### src/rtl/pci_rdb_pkg.sv
package pci_rdb_pkg;

  // A data phase completes when both ready strobes are low on the same edge.
  function automatic logic phase_done(input logic trdy_n, input logic irdy_n);
    return !trdy_n && !irdy_n;
  endfunction

  // TRDY# level from stage state only; the initiator's present IRDY# is never used.
  function automatic logic trdy_level(input logic active, input logic have,
                                      input logic fresh, input logic slow);
    return !(active && have && !(slow && fresh));
  endfunction

endpackage

### src/rtl/pci_rdb_phase_ctl.sv
module pci_rdb_phase_ctl
  import pci_rdb_pkg::*;
(
  input  logic clk,
  input  logic rst_n,
  input  logic frame_n,
  input  logic irdy_n,
  input  logic slow,
  input  logic have,
  input  logic fresh,
  output logic active,
  output logic trdy_n,
  output logic xfer,
  output logic last
);

  logic active_q;

  assign active = active_q;
  assign trdy_n = trdy_level(active_q, have, fresh, slow);
  assign xfer   = phase_done(trdy_n, irdy_n);
  assign last   = xfer && frame_n;

  always_ff @(posedge clk or negedge rst_n) begin
    if (!rst_n)                    active_q <= 1'b0;
    else if (!active_q && !frame_n) active_q <= 1'b1;
    else if (last)                 active_q <= 1'b0;
  end


  end_release_chk: assert property (@(posedge clk) disable iff (!rst_n)
    last |=> (trdy_n && !active_q));

endmodule

### src/rtl/pci_rdb_word_reg.sv
module pci_rdb_word_reg #(
  parameter int DATA_W = 32
) (
  input  logic              clk,
  input  logic              rst_n,
  input  logic              active,
  input  logic              xfer,
  input  logic              last,
  input  logic [DATA_W-1:0] src_data,
  input  logic              src_valid,
  output logic              src_ready,
  output logic [DATA_W-1:0] data,
  output logic              have,
  output logic              fresh,
  output logic              load
);

  logic [DATA_W-1:0] data_q;
  logic              have_q;
  logic              fresh_q;

  // Clock enable of the word register: empty, or a completed phase (inverted IRDY# path).
  assign src_ready = active && (!have_q || (xfer && !last));
  assign load      = src_valid && src_ready;
  assign data      = data_q;
  assign have      = have_q;
  assign fresh     = fresh_q;

  always_ff @(posedge clk or negedge rst_n) begin
    if (!rst_n) begin
      data_q  <= '0;
      have_q  <= 1'b0;
      fresh_q <= 1'b0;
    end else if (load) begin
      data_q  <= src_data;
      have_q  <= 1'b1;
      fresh_q <= 1'b1;
    end else begin
      fresh_q <= 1'b0;
      if (xfer) have_q <= 1'b0;
    end
  end


  data_hold_chk: assert property (@(posedge clk) disable iff (!rst_n)
    (have_q && !xfer) |=> $stable(data_q));

endmodule

### src/rtl/pci_rdburst_out.sv
module pci_rdburst_out #(
  parameter int DATA_W = 32
) (
  input  logic              clk,
  input  logic              rst_n,
  input  logic              frame_n,
  input  logic              irdy_n,
  input  logic              slow_mode,
  input  logic [DATA_W-1:0] src_data,
  input  logic              src_valid,
  output logic              src_ready,
  output logic [DATA_W-1:0] ad_out,
  output logic              ad_oe,
  output logic              trdy_n,
  output logic              stop_n
);

  logic active, xfer, last, have, fresh, load;

  pci_rdb_phase_ctl u_ctl (
    .clk     (clk),
    .rst_n   (rst_n),
    .frame_n (frame_n),
    .irdy_n  (irdy_n),
    .slow    (slow_mode),
    .have    (have),
    .fresh   (fresh),
    .active  (active),
    .trdy_n  (trdy_n),
    .xfer    (xfer),
    .last    (last)
  );

  pci_rdb_word_reg #(.DATA_W(DATA_W)) u_word (
    .clk       (clk),
    .rst_n     (rst_n),
    .active    (active),
    .xfer      (xfer),
    .last      (last),
    .src_data  (src_data),
    .src_valid (src_valid),
    .src_ready (src_ready),
    .data      (ad_out),
    .have      (have),
    .fresh     (fresh),
    .load      (load)
  );

  assign ad_oe  = active;
  assign stop_n = 1'b1;


  idle_trdy_chk: assert property (@(posedge clk) disable iff (!rst_n)
    !ad_oe |-> trdy_n);


  ready_active_chk: assert property (@(posedge clk) disable iff (!rst_n)
    src_ready |-> ad_oe);


  slow_wait_chk: assert property (@(posedge clk) disable iff (!rst_n)
    (slow_mode && load) |=> (trdy_n || !slow_mode));


  dry_wait_chk: assert property (@(posedge clk) disable iff (!rst_n)
    (active && !have && !load) |=> trdy_n);

endmodule

### config.mk
export PLATFORM = sky130hd
export DESIGN_NAME = pci_rdburst_out
export DESIGN_NICKNAME = d
export VERILOG_FILES = /design/src/rtl/pci_rdb_pkg.sv /design/src/rtl/pci_rdb_phase_ctl.sv /design/src/rtl/pci_rdb_word_reg.sv /design/src/rtl/pci_rdburst_out.sv
export SDC_FILE = /design/constraint.sdc
export NUM_CORES = 1
export LEC_CHECK = 0
export BUFFER_PORTS_ARGS = -buffer_cell sky130_fd_sc_hd__buf_2
export CAP_MARGIN = 20
export CORE_ASPECT_RATIO = 1.4
export CORE_UTILIZATION = 39
export CTS_CLUSTER_SIZE = 8
export DETAILED_ROUTE_END_ITERATION = 6
export PLACE_DENSITY = 0.81
export SETUP_SLACK_MARGIN = 0.3
export SYNTH_ARGS = -nofsm -noshare
export SYNTH_HDL_FRONTEND = slang
export SYNTH_SLANG_ARGS = --single-unit
### constraint.sdc
create_clock -name clk -period 1.5 [get_ports clk]
set_input_delay 0.3 -clock clk [delete_from_list [all_inputs] [get_ports clk]]
set_output_delay 0.3 -clock clk [all_outputs]
set_load 0.02 [all_outputs]
* Word level (Yosys, flattened, before mapping)
Cells that the tools add are included.
** Storage, ports and cells
- Bits in registers :: 35
- Bits in latches :: 0
- Bits in writable memories :: 0
- Bits in read-only memories :: 0
- Output and inout bits :: 36
- Word-level logic and storage cells :: 28
- Memories :: 0
** Cells by class
- $add $sub $neg :: 0
- Multipliers :: 0
- Divide/modulo/power cells :: 0
- Magnitude comparators :: 0
- Equality and inequality tests :: 0
- Shifts and indexed selects :: 0
- Mux-type cells :: 5
- Bitwise operators :: 0
- Reductions and logical operators :: 19
** Operators with widths (number)
- 1-bit logical AND :: 9
- 1-bit zero test :: 7
- 1-bit 2-to-1 mux :: 5
- 2-bit nonzero test :: 2
- 1-bit logical OR :: 1

* Logic depth before layout (Yosys ltp)
Gate-level depths: netlist of run 1.
- Depth after elaboration :: 11
- Depth in mapped cells :: 4
- Gate-level depth less buffers :: 3

* Modules after synthesis
From an unflattened synthesis of run 1, not the netlist that was laid out.
** Second synthesis, totals
- Cell total of the unflattened synthesis :: 86
- Area total of the unflattened synthesis :: 1382.6 um^2
** By module, submodules not included
- pci_rdb_word_reg :: times used 1, cells an instance 76, area an instance 1302.5 um^2, sequential area each 850.8 um^2
- pci_rdb_phase_ctl :: times used 1, cells an instance 8, area an instance 68.8 um^2, sequential area each 25.0 um^2
- pci_rdburst_out :: times used 1, cells an instance 2, area an instance 11.3 um^2, sequential area each 0.0 um^2

* Least setup slack after synthesis of run 1
Ideal clock, no wire load.
- Path kind :: reg2reg
- Start point :: register u_word.fresh_q (netlist: u_word.fresh)
- End point :: register u_word.data_q[14] (netlist: u_word.data[14])
- Arrival time :: 1400 ps
- Data required time :: 1375 ps
- Slack :: -25 ps
- Stages on the path, launching flop included :: 5
- Buffers on the path :: 1
- Cell sequence :: dfrtp_1 > a211o_1 > a21oi_4 > buf_6 > mux2_2
** On the way
- Longest elaborated chain between the ends :: 10
** RTL lines
- start, declared :: RTL line pci_rdb_word_reg.sv:20 : logic fresh_q;
- start signal, assigned :: RTL line pci_rdb_word_reg.sv:33 : fresh_q <= 1'b0;
- start signal, assigned :: RTL line pci_rdb_word_reg.sv:37 : fresh_q <= 1'b1;
- start signal, assigned :: RTL line pci_rdb_word_reg.sv:39 : fresh_q <= 1'b0;
- 1-bit logical AND (*) :: RTL line pci_rdb_pkg.sv:11 : return !(active && have && !(slow && fresh));
- 1-bit zero test (*) :: RTL line pci_rdb_pkg.sv:11
- 1-bit logical AND (*) :: RTL line pci_rdb_pkg.sv:11
- 1-bit logical AND (*) :: RTL line pci_rdb_pkg.sv:5 : return !trdy_n && !irdy_n;
- 1-bit logical AND :: RTL line pci_rdb_phase_ctl.sv:22 : assign last = xfer && frame_n;
- 1-bit zero test :: RTL line pci_rdb_word_reg.sv:23 : assign src_ready = active && (!have_q || (xfer && !last));
- 1-bit logical AND (*) :: RTL line pci_rdb_word_reg.sv:23
- 1-bit logical OR (*) :: RTL line pci_rdb_word_reg.sv:23
- 1-bit logical AND (*) :: RTL line pci_rdb_word_reg.sv:23
- 1-bit logical AND (*) :: RTL line pci_rdb_word_reg.sv:24 : assign load = src_valid && src_ready;
- end signal, assigned :: RTL line pci_rdb_word_reg.sv:35 : data_q <= src_data;
- end, declared :: RTL line pci_rdb_word_reg.sv:18 : logic [DATA_W-1:0] data_q;
Mark *: on every way between the ends. The rest lies on a longest branch, timed or not.
A chain may end at the register's enable or synchronous reset.

* Final worst setup path of run 1
- Start point :: register u_word.fresh_q (netlist: u_word.fresh)
- End point :: register u_word.data_q[9] (netlist: u_word.data[9])
Same word-level chain as after synthesis.

==> results_dict.tcl, run 1 <==
set metrics [dict create \
    layout-drive-gt1-share_pct 73.7 \
    coreArea_sq_um 3350 \
    syn-num-nets 124 \
    cts_max_level 2 \
    status "complete, but fails checks" \
    crit_chain "a211o_1 > a21oi_4 > buf_6 > clkbuf_16 > mux2_4" \
    mostFrequentLayoutCells "69 x buf_2, 34 x dfrtp_1, 32 x mux2_4, 7 x clkbuf_8, 7 x buf_6" \
    setup_violations 33 \
    hold_buffers 0 \
    antenna_found_initial 0 \
    wl_per_cell_microns 17.0 \
    grt_max_degree 36 \
    die_w_microns 52.0 \
    ioPinCount 74 \
    final_util_pct 64.9 \
    slew_violations 0 \
    syn_area_sq_um 1360 \
    placedCellCount 199 \
    numCtsBuffers 5 \
    vias_per_cell 4.80 \
    area_growth_pct 59.3 \
    layout.nets 212 \
    num_rows 25 \
    antennaDiodeCount 0 \
    grt_pass1_wl_mm 5.34 \
    ys_ff_latch 35 \
    setup_slack_ns -0.115 \
    post-route-period-util_pct 108 \
    syn_avg_cell_area_sq_um 15.9 \
    crit_slowest_cell "dfrtp_1" \
    max-cap-violations 0 \
    vias 1032 \
    portBuffers 72 \
    critPathLaunchType "register" \
    root_buffer "clkbuf_8" \
    first_global_vias 1160 \
    setup_tns_ns -2.92 \
    first_pass_iters 4 \
    drtAntennaViolNets 0 \
    yosysWarnings 0 \
    timing.hold.ws_ns 0.0355 \
    cts.reportedPaths.clkPinSlew_ns 0.07 \
    p_leak_nw 1.13 \
    layout.cells.non_filler 215 \
    n_fill_cell 260 \
    place_area_sq_um 1780 \
    cts_tree "done" \
    cp-end-kind "register" \
    stdcell_area_sq_um 2170 \
    clk_latency_ns 0.28 \
    path_class "register to register" \
    cp-startpoint "u_word.fresh" \
    power.density_nw_per_um2 1810 \
    clock_sink_count 35 \
    grtUsageTotal_pct 20.5 \
    cp.arrival_ns 1.78 \
    clock.fmax_mhz 619 \
    fp.dieH_microns 72.0 \
    cts.path.max_buffers 2 \
    hp-class "input pin to async pin" \
    period_needed_ns 1.61 \
    skew_ns 0.00230 \
    vdd_drop_max_mv 1.15 \
    remaining_drc_errors 0 \
    cp_max_fo 6 \
    dp.final_hpwl_mm 2.22 \
    hold_viol 0 \
    r2r_slack_ns -0.11 \
    failed_checks "setup timing" \
    place_congestion 0.658 \
    wl_mm 3.66 \
    dp_slack_ns -0.120 \
    final_common_cell "buf_2" \
    crit-reg2reg-launch "u_word.fresh" \
    grt-ovfl-total 0 \
    yosysSeqAreaShare_pct 64.2 \
    fp.dieArea_sq_um 3740 \
    grt_setup_unrepaired "yes" \
    finalPower_mw 3.94 \
    cp_data_required_time_ns 1.67 \
    drt_iter0_markers 15 \
    max_stage_delay_ns 0.40 \
    post_synth_inst_count 86 \
    initial_core_util_pct 40.7 \
    yosysUniqueCellTypes 15 \
]
synth_stat cells (all sizes together):
library cell,instances,share of area (%)
dfrtp,35,64
mux2,32,26
buf,4,3.0
nand2,3,0.83
o21ai,3,1.1
a21oi,2,1.6
inv,2,0.55
a211o,1,0.64
a21o,1,0.55
and2,1,0.46
conb,1,0.27
nand3,1,0.37
state kept, by name (all words and copies together) (netlist names):
register and cells:
u_ctl.active 1, u_word.fresh 1, u_word.have 1, u_word.data 32
cell type report:
class | instances | area [sq um] | area share, %
timing repair buffer | 85 | 567 | 26.1
inverter | 2 | 7.51 | 0.346
tap | 40 | 50.0 | 2.30
clock buffer | 8 | 100 | 4.61
sequential | 35 | 877 | 40.4
multi-input combinational | 45 | 571 | 26.3
layer usage:
metal | share of wire, % | vias up | wire [microns] | global-route usage (%)
met3 | 3.8 | 8 | 140 | 6.50
met5 | 0 | - | 0 | 0
met2 | 59 | 38 | 2180 | 37.0
met4 | 2.2 | 0 | 82 | 12.0
li1 | - | 472 | - | -
met1 | 34 | 514 | 1260 | 19.5
timing repair:
action / in CTS / in global routing
pin swaps: 0 / 1
endpoints found under the hold margin: 0 / 0
resized for setup: 27 / 23
setup endpoints to repair: 34 / 36
cloned: 2 / 2
buffers inserted: 3 / 1
kinds of logic (layout without fill, tap and decap cells):
logic type,Yosys count,in the layout,share of synthesized area (%)
AOI/OAI and AO/OA,7,7,3.85
buffers and inverters,6,95,3.58
DFF,35,35,64.2
muxes,32,32,26.4
other,1,1,0.275
and+or+nand+nor,5,5,1.65
worst max-delay path: cells and delay by family, from the launching register on:
family / cells / cell delay [ns]
DFF: 1 / 0.40
muxes: 1 / 0.30
AOI/OAI and AO/OA: 2 / 0.51
buffers and inverters: 2 / 0.30
final timing paths:
| check | end | depth (start not counted) |
|---|---|---|
| setup / recovery | u_word.data[9] | 5 |
| hold / removal | u_word.data[13] | 2 |
| setup reg to reg | u_word.data[9] | 5 |
| hold reg to reg | u_word.data[13] | 1 |
| max in group asynchronous | u_ctl.active | 2 |
| min in group clk | u_word.data[7] | 2 |
power by group:
group          internal [mW]  switching (mW)  total [mW]  leakage, nW
Sequential              1.28           0.209        1.49        0.407
Combinational          0.879           0.833        1.71        0.674
Clock                  0.419           0.321       0.740       0.0515
No activity file was read; power rests on OpenSTA's default activity.
==> run 2, diff against run 1 <==
- REMOVE_ABC_BUFFERS: default -> 1
==> results_dict.tcl, run 2 (synthesized netlist as in run 1, its figures left out) <==
set metrics [dict create \
    layout.nets 215 \
    portBuffers 72 \
    area_growth_pct 57.2 \
    die_w_microns 52.0 \
    failed_checks "setup timing" \
    initial_core_util_pct 40.7 \
    layout-drive-gt1-share_pct 71.9 \
    setup_violations 33 \
    clk_latency_ns 0.28 \
    crit_slowest_cell "dfrtp_1" \
    cts.path.max_buffers 2 \
    cp-end-kind "register" \
    fp.dieH_microns 72.0 \
    clock_sink_count 35 \
    antennaDiodeCount 0 \
    period_needed_ns 1.61 \
    hold_viol 0 \
    place_area_sq_um 1790 \
    final_common_cell "buf_2" \
    place_congestion 0.606 \
    grt_util_met2_pct 33.5 \
    vias_per_cell 4.86 \
    grt_max_degree 21 \
    stdcell_area_sq_um 2140 \
    cp.arrival_ns 1.77 \
    cp_num_buf_inv 2 \
    cts_max_level 2 \
    grtUsageMet3_pct 3.56 \
    cts.reportedPaths.clkPinSlew_ns 0.07 \
    dp.final_hpwl_mm 2.34 \
    setup_slack_ns -0.106 \
    num_rows 25 \
    max-cap-violations 0 \
    power.density_nw_per_um2 1770 \
    first_pass_iters 6 \
    largest_reg_flops 32 \
    path_class "register to register" \
    drt_iter0_markers 20 \
    grt-ovfl-total 0 \
    post-route-period-util_pct 107 \
    remaining_drc_errors 0 \
    wl_per_cell_microns 16.8 \
    antenna_found_initial 0 \
    hp-class "input pin to register" \
    crit_family "compound AO/OA/AOI/OAI gates" \
    grtUsageTotal_pct 19.4 \
    drtAntennaViolNets 0 \
    vdd_drop_max_mv 1.27 \
    cts_tree "done" \
    wl_mm 3.65 \
    coreArea_sq_um 3350 \
    root_buffer "clkbuf_8" \
    cp_max_fo 6 \
    finalPower_mw 3.79 \
    numCtsBuffers 5 \
    fp.dieArea_sq_um 3740 \
    grt_pass1_wl_mm 5.13 \
    mostFrequentLayoutCells "69 x buf_2, 35 x dfrtp_1, 26 x mux2_4, 7 x buf_6, 7 x buf_4" \
    clock.fmax_mhz 623 \
    max_stage_delay_ns 0.38 \
    ioPinCount 74 \
    first_global_vias 1080 \
    cp_data_required_time_ns 1.66 \
    p_leak_nw 1.11 \
    skew_ns 0.00762 \
    status "complete, but fails checks" \
    slew_violations 0 \
    use_met1_pct 22.4 \
    critPathLaunchType "register" \
    vias 1060 \
    grt_setup_unrepaired "yes" \
    grt.busiest_layer "met2" \
    crit_chain "a211o_1 > a21oi_4 > buf_6 > clkbuf_16 > mux2_2" \
]
[run 2: cell types whose count changed in the layout (fill, tap and decap cells not counted), moves of 2 or more]
cell,before,now
mux2_2,0,6
mux2_4,32,26
clkbuf_8,7,5
buf_4,4,7
[run 2: final cells by class]
type                            count  area [sq um]
Clock buffer                        6          72.6
Sequential cell                    35           876
Tap cell                           40          50.0
Inverter                            2          7.51
Multi-Input combinational cell     45           541
Timing Repair Buffer               88           584
Fill cell                         262          1200
Clock inverter                      2          12.5
[run 2: through the flow]
| step | util, % | setup slack, ns | std cells | hold slack, ns | TNS [ns] |
|---|---|---|---|---|---|
| finish | 64.0 | -0.106 | 218 | 0.245 | -2.41 |
| global route | 64.0 | -0.142 | 218 | 0.236 | -3.92 |
| CTS | 61.1 | -0.106 | 215 | 0.237 | -2.19 |
| detailed placement | 53.5 | -0.141 | 200 | 0.225 | -3.89 |
| global placement | 53.5 | -0.0861 | 200 | 0.218 | -2.48 |
| floorplan | - | -0.319 | 82 | 0.00441 | -10.20 |
[run 2: worst paths after layout]
path                           startpoint               to  slack [ns]  cells past startpoint
max                          u_word.fresh   u_word.data[1]       -0.11                      5
min                          src_data[18]  u_word.data[18]        0.24                      2
max reg2reg                  u_word.fresh   u_word.data[1]       -0.11                      5
min reg2reg                u_word.data[2]   u_word.data[2]        0.50                      1
max in group asynchronous           rst_n  u_word.data[13]        0.44                      3
min in group asynchronous           rst_n   u_word.data[8]        0.47                      2
[run 2: worst register-to-register path, cell delays in order (launching register included)]
cell and delay, ns:
dfrtp_1 0.38, a211o_1 0.32, a21oi_4 0.18, buf_6 0.14, clkbuf_16 0.14, mux2_2 0.33
[run 2: power by group]
part	switching [mW]	internal (mW)
combinational	0.825	0.845
sequential	0.198	1.28
clock	0.320	0.324
[run 2: what timing repair did]
item                       CTS  global route
setup buffers                4             1
setup endpoints to repair   34            36
gates resized for setup     28            12
pin swaps                    0             2
cloned                       2             2
hold buffers                 1             0
hold endpoints to repair    15             0
[run 2: per-layer routing]
metal | wire length, microns | vias to the layer above
met5 | 0 | -
li1 | - | 479
met1 | 1350 | 538
met4 | 44 | 0
met3 | 128 | 4
met2 | 2130 | 39
==> run 3, diff against run 2 <==
- SYNTH_HIERARCHICAL: default -> 1
==> results_dict.tcl, run 3 <==
set metrics [dict create \
    cp_max_fo 13 \
    vias_per_cell 4.89 \
    synth_common_cells "35 x dfrtp_1, 32 x mux2_2, 3 x buf_6" \
    antennaDiodeCount 0 \
    portBuffers 72 \
    path_class "register to register" \
    fp.dieH_microns 72.5 \
    fp.dieArea_sq_um 3790 \
    cp_data_required_time_ns 1.66 \
    grt_max_degree 27 \
    hp-class "input pin to async pin" \
    antenna_found_initial 0 \
    first_pass_iters 4 \
    timing.hold.ws_ns -0.0185 \
    seq_area_sq_um 876 \
    clock.fmax_mhz 543 \
    cts.path.max_buffers 2 \
    synth-simple-area-share_pct 3.80 \
    power.density_nw_per_um2 2230 \
    synth_fa_ha_area_share_pct 0 \
    drt_iter0_markers 12 \
    drtAntennaViolNets 0 \
    initial_core_util_pct 40.9 \
    met2RoutedLength_mm 1.94 \
    post-route-period-util_pct 123 \
    hold_viol 21 \
    r2r_slack_ns -0.34 \
    p_leak_nw 1.09 \
    reg2reg_to "u_word/data[24]" \
    layout-drive-gt1-share_pct 75.1 \
    root_buffer "clkbuf_8" \
    synth_top_area_share_pct 63.3 \
    cp.arrival_ns 2.01 \
    reg2regPathDepth 6 \
    dp.final_hpwl_mm 2.28 \
    yosysWarnings 6 \
    die_w_microns 52.3 \
    wl_per_cell_microns 15.7 \
    cts_tree "done" \
    cp-end-kind "register" \
    ys_ff_latch 35 \
    multiInputGateArea_sq_um 541 \
    numCtsBuffers 5 \
    critPathLaunchType "register" \
    worst_slew_pin_slew_ns 0.520 \
    synth_top_family_by_area "multiplexers" \
    synth_compound_area_share_pct 2.99 \
    worstSetupEndpoint "u_word/data[24]" \
    relSlewSlack_pct 65.3 \
    status "complete, but fails checks" \
    crit-reg2reg-launch "u_ctl/active" \
    area_growth_pct 54.2 \
    clk_latency_ns 0.28 \
    synth_edf_count 0 \
    vias 1061 \
    wl_met1_mm 1.20 \
    setup_tns_ns -10.35 \
    yosysUniqueCellTypes 17 \
    async_flop_share_pct 100 \
    cts_max_level 2 \
    top_layer "met4" \
    yosysSeqAreaShare_pct 63.3 \
    coreArea_sq_um 3380 \
    layout.nets 214 \
    slew_violations 0 \
    yosysMostFrequentCell "dfrtp_1" \
    grtUsageTotal_pct 17.5 \
    clock_sink_count 35 \
    synth-xor-area-share_pct 0 \
    ioPinCount 74 \
    yosys.area.top_type "dfrtp_1" \
    final_common_cell "buf_2" \
    post_synth_inst_count 86 \
    mostFrequentLayoutCells "69 x buf_2, 35 x dfrtp_1, 19 x mux2_4, 13 x mux2_2" \
    remaining_drc_errors 0 \
    cp-startpoint "u_ctl/active" \
    syn_avg_cell_area_sq_um 16.1 \
    n_fill_cell 261 \
    period_needed_ns 1.84 \
    largest_reg_flops 32 \
    setup_violations 34 \
    setup_slack_ns -0.341 \
    wl_mm 3.41 \
    grt_setup_unrepaired "yes" \
    synth_area_leaders "dfrtp_1 63%, mux2_2 26%, buf_6 2.4%" \
    finalPower_mw 4.76 \
    final_util_pct 63.1 \
    yosys-mux-area-fraction_pct 26.1 \
    synthFlopType "dfrtp_1" \
    place_congestion 0.703 \
    syn_area_sq_um 1380 \
    first_global_vias 1078 \
    grt_pass1_wl_mm 4.73 \
    skew_ns 0.00868 \
    failed_checks "hold timing, setup timing" \
    route.met3.wl_microns 197 \
    max-cap-violations 0 \
    grt-ovfl-total 0 \
    num_rows 25 \
    cts.reportedPaths.clkPinSlew_ns 0.07 \
    vdd_drop_max_mv 1.13 \
]
run 3: kinds of logic (layout without fill, tap and decap cells):
family,Yosys count,after routing
buffers and inverters,6,97
DFF,35,35
and+or+nand+nor,7,7
AOI/OAI and AO/OA,5,5
muxes,32,32
other,1,1
run 3: worst max-delay path, cell delays in order, from the launching register on:
cell	delay (ns)
dfrtp_1	0.39
and4b_1	0.25
and2_4	0.16
nand2b_4	0.15
a21oi_4	0.24
buf_12	0.18
mux2_2	0.35
run 3: stage by stage:
stage / instances / worst slack [ns] / instance area (sq um) / hold WS, ns
after floorplan: 82 / -0.706 / 1340 / 0.00441
after global placement: 201 / -0.262 / 1820 / 0.301
after detailed placement: 201 / -0.321 / 1820 / 0.312
after CTS: 210 / -0.286 / 1980 / 0.00657
after global routing: 217 / -0.385 / 2130 / 0.0327
final: 217 / -0.341 / 2130 / -0.0185
run 3: cell type report:
type	count	area share [%]
Multi-Input combinational cell	45	25.4
Clock inverter	2	1.64
Inverter	2	0.352
Sequential cell	35	41.1
Timing Repair Buffer	87	25.4
Clock buffer	6	3.87
Tap cell	40	2.35
run 3: how the worst min path moves through the flow:
stage / from / end / slack, ns / cells past startpoint
after floorplan: rst_n / u_ctl/active / 0.004 / 0
after global placement: rst_n / u_word/data[11] / 0.30 / 1
after detailed placement: rst_n / u_word/data[11] / 0.31 / 1
after CTS: rst_n / u_word/data[11] / 0.007 / 1
after global routing: rst_n / u_word/data[11] / 0.03 / 1
final: rst_n / u_word/data[11] / -0.02 / 1
run 3: repair_timing:
item	CTS	global route
pin swaps	2	4
setup endpoints to repair	36	37
gates cloned	0	2
hold buffers	0	0
resized for setup	11	22
setup buffers	1	5
run 3: routing by layer:
| metal | vias to the layer above | global-route usage, % |
|---|---|---|
| li1 | 478 | - |
| met1 | 525 | 16.6 |
| met2 | 50 | 32.2 |
| met3 | 8 | 4.82 |
| met4 | 0 | 9.65 |
| met5 | - | 0 |
run 3: report_power, final:
part,total (mW),switching [mW],leakage [nW],internal [mW]
Clock,0.858,0.320,0.0612,0.537
Combinational,2.26,1.15,0.623,1.11
Sequential,1.64,0.234,0.409,1.41
